**src/rtl/simd_subop_unit.sv**
```systemverilog
module simd_subop_unit (
  input  logic         clk,
  input  logic         rst_n,
  input  logic         in_valid,
  input  logic [31:0]  in_instr,
  input  logic [31:0]  in_pc,
  input  logic [127:0] rs_val,
  input  logic [127:0] rt_val,
  output logic [127:0] out_result,
  output logic [4:0]   out_rd,
  output logic         out_wen,
  output logic         out_trap,
  output logic [31:0]  out_trap_pc,
  output logic [31:0]  out_trap_instr
);
  localparam int         HW       = 16;
  localparam int         DW       = 64;
  localparam int         NDW      = 128 / DW;
  localparam int         NHW      = DW / HW;
  localparam logic [5:0] MAJOR    = 6'h1C;
  localparam logic [5:0] FUNC     = 6'h29;
  localparam logic [4:0] SA_UCOPY = 5'h0E;
  localparam logic [4:0] SA_NOR   = 5'h13;
  localparam logic [4:0] SA_HREV  = 5'h1B;

  logic [4:0]   sel, rd;
  logic         in_group, known;
  logic [127:0] hrev, res;

  assign sel      = in_instr[10:6];
  assign rd       = in_instr[15:11];
  assign in_group = in_valid && in_instr[31:26] == MAJOR && in_instr[5:0] == FUNC;
  assign known    = sel == SA_UCOPY || sel == SA_NOR || sel == SA_HREV;

  for (genvar d = 0; d < NDW; d++) begin : g_dw
    for (genvar h = 0; h < NHW; h++) begin : g_hw
      assign hrev[d*DW + h*HW +: HW] = rt_val[d*DW + (NHW-1-h)*HW +: HW];
    end
  end

  always_comb begin
    case (sel)
      SA_UCOPY: res = {rt_val[127:64], rs_val[127:64]};
      SA_NOR:   res = ~(rs_val | rt_val);
      SA_HREV:  res = hrev;
      default:  res = '0;
    endcase
  end

  always_ff @(posedge clk) begin
    if (!rst_n) begin
      out_result     <= '0;
      out_rd         <= '0;
      out_wen        <= 1'b0;
      out_trap       <= 1'b0;
      out_trap_pc    <= '0;
      out_trap_instr <= '0;
    end else begin
      out_result     <= (in_group && known) ? res : '0;
      out_rd         <= in_group ? rd : '0;
      out_wen        <= in_group && known && rd != 5'd0;
      out_trap       <= in_group && !known;
      out_trap_pc    <= (in_group && !known) ? in_pc : '0;
      out_trap_instr <= (in_group && !known) ? in_instr : '0;
    end
  end
endmodule


```
**config.mk**
```make
export PLATFORM = sky130hd
export DESIGN_NAME = simd_subop_unit
export DESIGN_NICKNAME = d
export VERILOG_FILES = /design/src/rtl/simd_subop_unit.sv
export SDC_FILE = /design/constraint.sdc
export NUM_CORES = 1
export LEC_CHECK = 0
export ABC_AREA = 1
export BUFFER_PORTS_ARGS = -buffer_cell sky130_fd_sc_hd__buf_2
export CAP_MARGIN = 30
export CELL_PAD_IN_SITES_DETAIL_PLACEMENT = 2
export CELL_PAD_IN_SITES_GLOBAL_PLACEMENT = 2
export CORE_AREA = 5 5 217 219
export CTS_CLUSTER_SIZE = 20
export DETAILED_ROUTE_END_ITERATION = 6
export DIE_AREA = 0 0 222 224
export GPL_TIMING_DRIVEN = 1
export PLACE_DENSITY = 0.81
export SYNTH_ARGS = -nofsm -noshare
export SYNTH_HDL_FRONTEND = slang
export SYNTH_SLANG_ARGS = --single-unit
```
**constraint.sdc**
```tcl
create_clock -name clk -period 1.15 [get_ports clk]
set_input_delay 0.0575 -clock clk [delete_from_list [all_inputs] [get_ports clk]]
set_output_delay 0.0575 -clock clk [all_outputs]
set_load 0.005 [all_outputs]
```
==> run metrics <==
area of the mapped netlist a little over 9000 µm²; Sink Count slightly below 200; clock-pin slew reported for the worst setup and hold paths after clock tree synthesis 90 ps; Inst Count DP roughly 2600; Gate Count Post-Synth between 1000 and 1500; Avg Inst Size Synth 6.31 µm²; initial cell density of the core 20.7%; number of nets with antenna violations after routing 0; 1st-iter DRT viols approximately 690; largest net degree at the start of global routing 52; Filler cells 5323; via-per-instance ratio approximately 4.7; Avg WL per Cell 25.6 µm; time the worst path needs with I/O delays and setup between 1000 and 1500 ps; type of the setup path with the least slack input port to flip-flop; RSZ-0062 raised after global routing true; result of the run finished with violations; Synth cell types 19; data required time at the worst endpoint 1550 ps; Post-Route Hold Slack -25.7 ps; violated checks negative hold slack, negative setup slack; path category of the worst min-delay check input port to flip-flop; Hold Crit Endpoint out_wen; wire length of the first global-routing pass 107000 µm; flip-flop and latch count after synthesis 199; num ports approximately 520; nature of the critical path startpoint input port; P_leak between 9 and 10 nW; maximum operating frequency between 700 and 800 MHz; smallest setup slack after layout -135 ps; H-Tree Level Count 4; pre-CTS setup slack -321 ps; final setup fails 3; area of the die 49700 µm²; number of detailed-route iterations in the first pass 4; Die Width 222 µm; clock tree from TritonCTS built; initial antenna violation count 43; layout cells sized above 1 29.0%; count of buffers from port buffering approximately 520; post-detail-place hpwl 41900 µm; CTS Buf Count 17; max-cap violations 0; Slew Limit Fails 0; Max clock buf depth 2; net total in the final layout ~2700; vias in the first global route roughly 16000; number of failing hold endpoints at the final stage 1; IR drop worst, VDD around 0.74 mV; RePlAce Congestion 0.908; Layout area overhead 85.6%; Routed Wire Length about 77000 µm; capturing element type of the critical path flip-flop; highest net fanout along the worst path 18; Std-Cell Rows 78; ratio of final minimum period to clock period 112%; final total power 0.0167 W; total track usage 28.8%; total power divided by cell area 965 nW/µm²; placed cell areas around 13000 µm²; most frequent standard cell in the layout excluding fill and tap cells sky130_fd_sc_hd__nor2_1; post-route cell area 17300 µm²; CP arrival 1690 ps; worst min-delay path startpoint in_instr[15]; total congestion overflow 0; warning count from the yosys run 0; worst hold path stage count 4; DR DRC count 0; portion of the post-synthesis area used by sequential elements 42.8%; Die H 224 µm; most frequent cells in the layout 567 x sky130_fd_sc_hd__nor2_1, 520 x sky130_fd_sc_hd__buf_2, 302 x sky130_fd_sc_hd__dlygate4sd3_1; buffer cell driving the clock tree root sky130_fd_sc_hd__clkbuf_16; overall via count from detail_route about 14000; CORE AREA between 40000 and 50000 µm²; post-route non-filler standard cell count 2997
cell type report:
cell class              instances  area, µm²  area share, %
flip-flops and latches        199       3990           23.1
repair buffers                933       6880           39.9
inverters                     199        747           4.33
clock inverters                15        214           1.24
well taps                     600        751           4.35
diodes                         43        108          0.623
multi-input cells             991       4140           24.0
clock buffers                  17        425           2.46
layer usage:
metal  GRT usage [%]  wire length, µm  vias to the layer above
li1                -                -                     6211
met1            29.2            27600                     6893
met2            52.2            39100                      700
met3            5.79             3960                      291
met4            21.3             6030                        0
met5               0                0                        -
sequential cells by signal, summed over array words and instances (netlist names):
register        cells
out_rd              5
out_wen             1
out_trap_instr     32
out_result        128
out_trap            1
out_trap_pc        32
worst max path at each step:
stage                   startpoint  cells past startpoint  slack [ps]               to
floorplan              in_instr[7]                      8         230   out_result[78]
global placement      in_instr[10]                      9        -280   out_result[23]
detailed placement    in_instr[10]                      9        -320   out_result[23]
CTS                 out_result[77]                      1           3   out_result[77]
global route          in_instr[10]                     10        -120  out_result[105]
finish                in_instr[10]                     10        -140  out_result[105]
critical path, cell delays in order:
cell                      delay, ps
sky130_fd_sc_hd__buf_2          100
sky130_fd_sc_hd__inv_1          120
sky130_fd_sc_hd__nor2_4         210
sky130_fd_sc_hd__buf_4          150
sky130_fd_sc_hd__buf_12         170
sky130_fd_sc_hd__buf_4          260
sky130_fd_sc_hd__nand3_1        230
sky130_fd_sc_hd__nand2_1        140
sky130_fd_sc_hd__nor2_1          80
sky130_fd_sc_hd__nor2_1         130
repair_timing:
action	CTS	global route
setup buffers	0	18
cloned	0	4
gates resized for setup	5	12
endpoints found under the setup margin	2	11
hold buffers	311	0
pin swaps	0	7
endpoints found under the hold margin	184	0
cells in the mapped netlist, drive strengths merged:
master  number  share of area (%)
buf         86                5.3
nand3      259                 14
clkbuf       3               0.23
inv        199                8.0
dfxtp      199                 43
nand2      145                6.0
conb         1              0.040
nor3b        1              0.081
nor3         1              0.054
nor2       578                 23
nand4        1              0.067
kinds of logic after synthesis:
logic type	Yosys count	synth area share, %
and+or+nand+nor	985	43.6
buffers and inverters	288	13.5
DFF	199	42.8
other	1	0.0403
power by group:
part / switching [W] / internal (W)
logic: 0.00156 / 0.00152
registers: 0.00000350 / 0.00689
clock network: 0.00363 / 0.00306
total: 0.00519 / 0.0115
through the flow:
stage	TNS [ps]	utilization [%]
CTS	0	37.8
detailed placement	-27290	29.4
finish	-173	38.4
global placement	-18680	29.4
floorplan	0	-
global route	-231	38.4
Power figures use the tool's default switching activity.
